==> src/rtl/strap_pkg.sv <==
package strap_pkg;
  localparam int NUM_STRAPS = 7;
  localparam int IDX_SRC    = 0;
  localparam int IDX_SPEED  = 1;
  localparam int IDX_FILT   = 2;
  localparam int IDX_OSR_HI = 3;
  localparam int IDX_OSR_LO = 4;
  localparam int IDX_LANE   = 5;
  localparam int IDX_FRAME  = 6;

  typedef enum logic [1:0] {
    TRI_ZERO  = 2'd0,
    TRI_ONE   = 2'd1,
    TRI_FLOAT = 2'd2
  } tri_t;

  typedef enum logic [2:0] {
    PH_UP_SETTLE = 3'd0,
    PH_UP_READ   = 3'd1,
    PH_DN_SETTLE = 3'd2,
    PH_DN_READ   = 3'd3,
    PH_DONE      = 3'd4
  } phase_t;
endpackage

==> src/rtl/strap_seq.sv <==
module strap_seq
  import strap_pkg::*;
#(
  parameter int NUM_TOGGLES   = 4,
  parameter int SETTLE_CYCLES = 3,
  parameter int READ_CYCLES   = 2
) (
  input  logic clk,
  input  logic rst_n,
  output logic pull_up,
  output logic pull_dn,
  output logic sample_en,
  output logic done
);
  localparam int CMAX = (SETTLE_CYCLES > READ_CYCLES) ? SETTLE_CYCLES : READ_CYCLES;
  localparam int CW   = $clog2(CMAX + 1);
  localparam int TW   = $clog2(NUM_TOGGLES + 1);
  localparam logic [CW-1:0] SETTLE_LAST = CW'(SETTLE_CYCLES - 1);
  localparam logic [CW-1:0] READ_LAST   = CW'(READ_CYCLES - 1);
  localparam logic [TW-1:0] TOG_LAST    = TW'(NUM_TOGGLES - 1);

  phase_t          phase_q, phase_d;
  logic [CW-1:0]   cnt_q, cnt_d;
  logic [TW-1:0]   tog_q, tog_d;

  always_comb begin
    phase_d = phase_q;
    cnt_d   = cnt_q;
    tog_d   = tog_q;
    case (phase_q)
      PH_UP_SETTLE: begin
        if (cnt_q == SETTLE_LAST) begin
          phase_d = PH_UP_READ;
          cnt_d   = '0;
        end else begin
          cnt_d = cnt_q + 1'b1;
        end
      end
      PH_UP_READ: begin
        if (cnt_q == READ_LAST) begin
          phase_d = PH_DN_SETTLE;
          cnt_d   = '0;
        end else begin
          cnt_d = cnt_q + 1'b1;
        end
      end
      PH_DN_SETTLE: begin
        if (cnt_q == SETTLE_LAST) begin
          phase_d = PH_DN_READ;
          cnt_d   = '0;
        end else begin
          cnt_d = cnt_q + 1'b1;
        end
      end
      PH_DN_READ: begin
        if (cnt_q == READ_LAST) begin
          cnt_d = '0;
          if (tog_q == TOG_LAST) begin
            phase_d = PH_DONE;
          end else begin
            phase_d = PH_UP_SETTLE;
            tog_d   = tog_q + 1'b1;
          end
        end else begin
          cnt_d = cnt_q + 1'b1;
        end
      end
      default: begin
        phase_d = PH_DONE;
      end
    endcase
  end

  always_ff @(posedge clk or negedge rst_n) begin
    if (!rst_n) begin
      phase_q <= PH_UP_SETTLE;
      cnt_q   <= '0;
      tog_q   <= '0;
    end else begin
      phase_q <= phase_d;
      cnt_q   <= cnt_d;
      tog_q   <= tog_d;
    end
  end

  assign pull_up   = (phase_q == PH_UP_SETTLE) || (phase_q == PH_UP_READ);
  assign pull_dn   = (phase_q == PH_DN_SETTLE) || (phase_q == PH_DN_READ);
  assign sample_en = (phase_q == PH_UP_READ) || (phase_q == PH_DN_READ);
  assign done      = (phase_q == PH_DONE);


  done_sticky_chk: assert property (@(posedge clk) disable iff (!rst_n)
    done |=> done);


  up_then_dn_chk: assert property (@(posedge clk) disable iff (!rst_n)
    (pull_up && !$past(pull_up)) |-> $past(pull_dn));


  round_bound_chk: assert property (@(posedge clk) disable iff (!rst_n)
    tog_q <= TOG_LAST);
endmodule

==> src/rtl/strap_classify.sv <==
module strap_classify
  import strap_pkg::*;
(
  input  logic clk,
  input  logic rst_n,
  input  logic sample_en,
  input  logic pad_s,
  output tri_t level
);
  logic seen_q, seen_d;
  logic first_q, first_d;
  logic mism_q, mism_d;

  always_comb begin
    seen_d  = seen_q;
    first_d = first_q;
    mism_d  = mism_q;
    if (!seen_q) begin
      seen_d  = 1'b1;
      first_d = pad_s;
    end else if (pad_s != first_q) begin
      mism_d = 1'b1;
    end
  end

  always_ff @(posedge clk or negedge rst_n) begin
    if (!rst_n) begin
      seen_q  <= 1'b0;
      first_q <= 1'b0;
      mism_q  <= 1'b0;
    end else if (sample_en) begin
      seen_q  <= seen_d;
      first_q <= first_d;
      mism_q  <= mism_d;
    end
  end

  always_comb begin
    if (mism_q)       level = TRI_FLOAT;
    else if (first_q) level = TRI_ONE;
    else              level = TRI_ZERO;
  end


  mism_sticky_chk: assert property (@(posedge clk) disable iff (!rst_n)
    mism_q |=> mism_q);


  first_frozen_chk: assert property (@(posedge clk) disable iff (!rst_n)
    (seen_q && $past(seen_q)) |-> $stable(first_q));
endmodule

==> src/rtl/strap_decode.sv <==
module strap_decode
  import strap_pkg::*;
(
  input  logic                    valid,
  input  logic [2*NUM_STRAPS-1:0] lvl_flat,
  output logic                    serial_mode,
  output logic                    input_buf_en,
  output logic [1:0]              speed_mode,
  output logic [1:0]              filter_sel,
  output logic [15:0]             osr_ratio,
  output logic [1:0]              lane_mode,
  output logic [1:0]              frame_fmt,
  output logic                    ext_clk_sel,
  output logic                    ref_hi_range
);
  function automatic logic [1:0] digit(input logic [1:0] t);
    case (t)
      TRI_ZERO: digit = 2'd0;
      TRI_ONE:  digit = 2'd1;
      default:  digit = 2'd2;
    endcase
  endfunction

  function automatic logic [15:0] osr_of(input logic [1:0] flt, input logic [3:0] idx);
    logic [15:0] r;
    r = 16'd0;
    case (flt)
      2'd1: begin
        case (idx)
          4'd0:    r = 16'd12;
          4'd1:    r = 16'd16;
          4'd2:    r = 16'd24;
          4'd3:    r = 16'd32;
          4'd4:    r = 16'd64;
          4'd5:    r = 16'd128;
          4'd6:    r = 16'd256;
          4'd7:    r = 16'd1024;
          default: r = 16'd4096;
        endcase
      end
      2'd2: begin
        case (idx)
          4'd0:    r = 16'd64;
          4'd1:    r = 16'd128;
          4'd2:    r = 16'd320;
          4'd3:    r = 16'd640;
          4'd4:    r = 16'd1280;
          4'd5:    r = 16'd3200;
          4'd6:    r = 16'd6400;
          4'd7:    r = 16'd12800;
          default: r = 16'd32000;
        endcase
      end
      default: begin
        if (idx >= 4'd7) r = 16'd4096;
        else             r = 16'd32 << idx;
      end
    endcase
    return r;
  endfunction

  logic [1:0] lv [NUM_STRAPS];
  logic       hw;
  logic [1:0] flt;
  logic [3:0] osr_idx;
  logic [1:0] spd;

  generate
    for (genvar g = 0; g < NUM_STRAPS; g++) begin : g_unpack
      assign lv[g] = lvl_flat[2*g +: 2];
    end
  endgenerate

  assign hw      = valid && (lv[IDX_SRC] != TRI_ONE);
  assign flt     = digit(lv[IDX_FILT]);
  assign osr_idx = 4'(digit(lv[IDX_OSR_HI])) * 4'd3 + 4'(digit(lv[IDX_OSR_LO]));

  always_comb begin
    case (lv[IDX_SPEED])
      TRI_ZERO: spd = 2'd0;
      TRI_ONE:  spd = 2'd2;
      default:  spd = 2'd1;
    endcase
  end

  assign serial_mode  = valid && (lv[IDX_SRC] == TRI_ONE);
  assign input_buf_en = hw && (lv[IDX_SRC] == TRI_ZERO);
  assign speed_mode   = hw ? spd : 2'd0;
  assign filter_sel   = hw ? flt : 2'd0;
  assign osr_ratio    = hw ? osr_of(flt, osr_idx) : 16'd0;
  assign lane_mode    = hw ? digit(lv[IDX_LANE]) : 2'd0;
  assign frame_fmt    = hw ? digit(lv[IDX_FRAME]) : 2'd0;
  assign ext_clk_sel  = hw;
  assign ref_hi_range = hw;
endmodule

==> src/rtl/strap_sampler.sv <==
module strap_sampler
  import strap_pkg::*;
#(
  parameter int NUM_TOGGLES   = 4,
  parameter int SETTLE_CYCLES = 3,
  parameter int READ_CYCLES   = 2
) (
  input  logic                   clk,
  input  logic                   rst_n,
  input  logic [NUM_STRAPS-1:0]  pad_in,
  output logic [NUM_STRAPS-1:0]  pad_pu_en,
  output logic [NUM_STRAPS-1:0]  pad_pd_en,
  output logic [NUM_STRAPS-1:0]  pad_oe,
  output logic [NUM_STRAPS-1:0]  pad_do,
  output logic                   cfg_valid,
  output logic                   serial_mode,
  output logic                   input_buf_en,
  output logic [1:0]             speed_mode,
  output logic [1:0]             filter_sel,
  output logic [15:0]            osr_ratio,
  output logic [1:0]             lane_mode,
  output logic [1:0]             frame_fmt,
  output logic                   ext_clk_sel,
  output logic                   ref_hi_range
);
  logic rst_meta, rst_s;
  always_ff @(posedge clk or negedge rst_n) begin
    if (!rst_n) begin
      rst_meta <= 1'b0;
      rst_s    <= 1'b0;
    end else begin
      rst_meta <= 1'b1;
      rst_s    <= rst_meta;
    end
  end

  logic [NUM_STRAPS-1:0] pad_m, pad_s;
  always_ff @(posedge clk or negedge rst_s) begin
    if (!rst_s) begin
      pad_m <= '0;
      pad_s <= '0;
    end else begin
      pad_m <= pad_in;
      pad_s <= pad_m;
    end
  end

  logic pull_up, pull_dn, sample_en, done;

  strap_seq #(
    .NUM_TOGGLES  (NUM_TOGGLES),
    .SETTLE_CYCLES(SETTLE_CYCLES),
    .READ_CYCLES  (READ_CYCLES)
  ) u_seq (
    .clk      (clk),
    .rst_n    (rst_s),
    .pull_up  (pull_up),
    .pull_dn  (pull_dn),
    .sample_en(sample_en),
    .done     (done)
  );

  logic [2*NUM_STRAPS-1:0] lvl_flat;
  logic [NUM_STRAPS-1:0]   float_mask;

  generate
    for (genvar g = 0; g < NUM_STRAPS; g++) begin : g_pin
      tri_t lvl;
      strap_classify u_cls (
        .clk      (clk),
        .rst_n    (rst_s),
        .sample_en(sample_en),
        .pad_s    (pad_s[g]),
        .level    (lvl)
      );
      assign lvl_flat[2*g +: 2] = lvl;
      assign float_mask[g]      = (lvl == TRI_FLOAT);
    end
  endgenerate

  assign pad_pu_en = {NUM_STRAPS{pull_up}};
  assign pad_pd_en = {NUM_STRAPS{pull_dn}};
  assign pad_oe    = done ? float_mask : '0;
  assign pad_do    = '0;
  assign cfg_valid = done;

  strap_decode u_dec (
    .valid       (done),
    .lvl_flat    (lvl_flat),
    .serial_mode (serial_mode),
    .input_buf_en(input_buf_en),
    .speed_mode  (speed_mode),
    .filter_sel  (filter_sel),
    .osr_ratio   (osr_ratio),
    .lane_mode   (lane_mode),
    .frame_fmt   (frame_fmt),
    .ext_clk_sel (ext_clk_sel),
    .ref_hi_range(ref_hi_range)
  );


  pull_excl_chk: assert property (@(posedge clk) disable iff (!rst_s)
    (pad_pu_en & pad_pd_en) == '0);


  pulls_off_chk: assert property (@(posedge clk) disable iff (!rst_s)
    cfg_valid |-> (pad_pu_en == '0 && pad_pd_en == '0));


  no_early_drive_chk: assert property (@(posedge clk) disable iff (!rst_s)
    !cfg_valid |-> (pad_oe == '0 && osr_ratio == 16'd0));


  cfg_hold_chk: assert property (@(posedge clk) disable iff (!rst_s)
    cfg_valid |=> $stable({serial_mode, input_buf_en, speed_mode, filter_sel,
                           osr_ratio, lane_mode, frame_fmt, pad_oe}));


  serial_clear_chk: assert property (@(posedge clk) disable iff (!rst_s)
    serial_mode |-> (!ext_clk_sel && !ref_hi_range && osr_ratio == 16'd0 && !input_buf_en));


  osr_present_chk: assert property (@(posedge clk) disable iff (!rst_s)
    (cfg_valid && !serial_mode) |-> (osr_ratio != 16'd0));
endmodule

==> config.mk <==
export PLATFORM = sky130hd
export DESIGN_NAME = strap_sampler
export DESIGN_NICKNAME = d
export VERILOG_FILES = /design/src/rtl/strap_pkg.sv /design/src/rtl/strap_seq.sv /design/src/rtl/strap_classify.sv /design/src/rtl/strap_decode.sv /design/src/rtl/strap_sampler.sv
export SDC_FILE = /design/constraint.sdc
export NUM_CORES = 1
export LEC_CHECK = 0
export BUFFER_PORTS_ARGS = -buffer_cell sky130_fd_sc_hd__buf_4
export CAP_MARGIN = 40
export CORE_MARGIN = 10
export CORE_UTILIZATION = 51
export DETAILED_ROUTE_END_ITERATION = 6
export GPL_TIMING_DRIVEN = 0
export PLACE_DENSITY = 0.79
export SYNTH_ARGS = -nofsm -noshare
export SYNTH_HDL_FRONTEND = slang
export SYNTH_SLANG_ARGS = --single-unit
export TNS_END_PERCENT = 50
==> constraint.sdc <==
create_clock -name clk -period 2.9 [get_ports clk]
set_clock_uncertainty 0.15 [all_clocks]
set_input_delay 0.29 -clock clk [delete_from_list [all_inputs] [get_ports clk]]
set_output_delay 0.29 -clock clk [all_outputs]
set_load 0.005 [all_outputs]
==> impl_metrics.json <==
{
  "run_status": "finished, final reports clean",
  "cts_made_buffers": 5,
  "final_area_um2": 3000,
  "synthArstFlopShare": 1.00,
  "yosysWarnings": 0,
  "cp_num_buf_inv": 3,
  "fillCellCount": 299,
  "start_util": 0.540,
  "slew_violations": 0,
  "rsz0062_at_grt": "yes",
  "layout_setup_ws_ns": 0.0335,
  "path_max_fanout": 5,
  "synthDistinctLibCells": 45,
  "drt_wl_total_um": 4890,
  "grt_antenna_before_repair": 0,
  "placed_area_um2": 2720,
  "htree_levels": 2,
  "final_common_cell": "buf_4",
  "setup_tns_ns": 0,
  "dr.pass1.iters": 4,
  "maxCapViolCount": 0,
  "cts.reportedPaths.clkPinSlew_ns": 0.07,
  "synth_edf_count": 0,
  "fmax_mhz": 349,
  "cp_cell_sequence": "buf_6 > nor2b_4 > ha_4 > ha_4 > and4bb_1 > a221o_1 > buf_6 > mux2i_1 > a211oi_2 > buf_4",
  "pin_count": 66,
  "peakVddDrop_uv": 421,
  "total_power_mw": 1.08,
  "vias": 1700,
  "routabilityCongestion": 0.829,
  "path_class": "flip-flop to output port",
  "finalSetupViolations": 0,
  "syn_inst": 210,
  "worstReg2RegStart": "u_seq.phase_q[1]",
  "port_buffers": 55,
  "slew_headroom": 0.490,
  "synth_area_per_cell_um2": 10.5,
  "power_frac_seq": 0.535,
  "pwr_density_cell_nw_per_um2": 361,
  "diodes": 0,
  "hold_violations": 0,
  "hold_path.class": "input pin to async pin",
  "synthesis.area_um2": 2210,
  "ys_seq_area_frac": 0.442,
  "drt_iter0_markers": 95,
  "cts_tree": "yes",
  "row_count": 23,
  "grt_max_degree": 38,
  "ant_nets": 0,
  "critical_path.startpoint_type": "flip-flop",
  "clk_path_buf_depth": 2,
  "clkLatencyLatePin_ns": 0.28,
  "crit_family": "compound AO/OA/AOI/OAI gates",
  "ys.flop_type": "dfrtp_1",
  "cp-end-kind": "output port",
  "cp-startpoint": "g_pin[3].u_cls.mism_q",
  "grt_use_total": 0.132,
  "required_ns": 2.46,
  "switching_power_uw": 210,
  "pre_cts_ws_ns": 0.208,
  "critPathMaxStageDelay_ns": 0.42,
  "leakage_nw": 1.37,
  "synth-seq-cells": 39,
  "drive_above_1_share": 0.415,
  "layout_common_cells": "83 x buf_4, 37 x dfrtp_1, 14 x and2_1, 11 x nand2_1, 11 x conb_1",
  "area_delta_synth_final_pct": 35.6,
  "dieArea_um2": 7360,
  "via_per_inst": 4.94,
  "slowest_stage": "dfrtp_1",
  "pwr-share-clk": 0.418,
  "cp.arrival_ns": 2.43,
  "holdWs_ns": 0.173,
  "p_int_uw": 873,
  "post-route-min-period_ns": 2.87,
  "cts_sinks": 39,
  "nNetsFinal": 311,
  "worstMarginPinSlew_ns": 0.766,
  "grt_overflow": 0,
  "pwr-share-comb": 0.046,
  "die_width_um": 85.8,
  "routedWlPerCell_um": 14.2,
  "core-area_um2": 4090,
  "root_buffer": "clkbuf_8",
  "place_hpwl_um": 3680,
  "drc_errors": 0,
  "grt_first_pass_wirelength_um": 8220,
  "grt_pass1_vias": 1731,
  "period_share": 0.988,
  "die_h_um": 85.8,
  "p_sw_frac": 0.194
}
[cell type report]
cell class | instances | area [um2] | share of cell area
Clock inverter | 2 | 35.0 | 0.0117
Inverter | 10 | 37.5 | 0.0125
Sequential cell | 39 | 978 | 0.327
Buffer | 31 | 233 | 0.0777
Tap cell | 50 | 62.6 | 0.0209
Multi-Input combinational cell | 139 | 1050 | 0.349
Timing Repair Buffer | 67 | 520 | 0.174
Clock buffer | 6 | 82.6 | 0.0276
[logic make-up (layout without fill, tap and decap cells)]
family	after synthesis	count (layout)	synth area share
compound gates	34	34	0.116
xor+xnor	11	11	0.0436
fa+ha+maj	9	9	0.0510
buf+inv	41	116	0.122
flops	39	39	0.442
mux	11	11	0.0544
other cells	2	11	0.00340
simple gates	63	63	0.168
[routing by layer]
layer | GRT usage | up-vias | share of wire
li1 | - | 841 | -
met1 | 0.140 | 804 | 0.40
met2 | 0.251 | 50 | 0.53
met3 | 0.0397 | 5 | 0.068
met4 | 0.0269 | 0 | 0.0055
met5 | 0 | - | 0
[power groups by stage]
stage | combinational, mW | sequential [mW] | clock (mW)
after floorplan | 0.0298 | 0.585 | 0
after global placement | 0.0393 | 0.589 | 0
after detailed placement | 0.0399 | 0.591 | 0
after CTS | 0.0486 | 0.580 | 0.465
after global routing | 0.0561 | 0.583 | 0.486
final | 0.0503 | 0.579 | 0.453
[through the flow]
step            util  cells
6_report       0.733    344
5_1_grt        0.733    344
4_1_cts        0.720    341
3_5_place_dp   0.665    324
3_3_place_gp   0.665    324
2_1_floorplan      -    219
[timing repair]
action	in CTS	in global routing
cloned	0	1
gates resized for setup	4	7
setup buffers	1	2
setup endpoints to repair	4	10
pin swaps	3	3
hold endpoints to repair	9	0
hold buffers	8	0
[sequential cells by signal, indices dropped and copies added (netlist names)]
signal               flops
rst_s                    1
pad_m                    7
g_pin.u_cls.first_q      7
rst_meta                 1
g_pin.u_cls.mism_q       7
pad_s                    7
g_pin.u_cls.seen_q       1
u_seq.cnt_q              2
u_seq.phase_q            3
u_seq.tog_q              3
[Yosys cell counts, drive strengths merged, types with 5 or more instances]
cell	instances	area (um2)
a21oi	5	25.0
nor3b	5	47.5
inv	10	37.5
nand2	11	41.3
o21ai	9	48.8
and2	14	87.6
mux2	8	90.1
xnor2	9	78.8
nor2	9	36.3
dfrtp	39	976
o21bai	5	37.5
nor2b	6	37.5
ha	9	113
buf	28	221
[worst paths after layout]
kind                                               end  slack, ns  cells past startpoint
worst max-delay path                      osr_ratio[8]       0.03                     10
worst min-delay path                             rst_s       0.17                      2
min in group clk                              pad_s[1]       0.20                      0
worst max register to register          u_seq.tog_q[1]       1.12                      3
max in group asynchronous       g_pin[3].u_cls.first_q       1.87                      0
worst min register to register          u_seq.cnt_q[1]       0.20                      0
No activity file was read; power rests on OpenSTA's default activity.
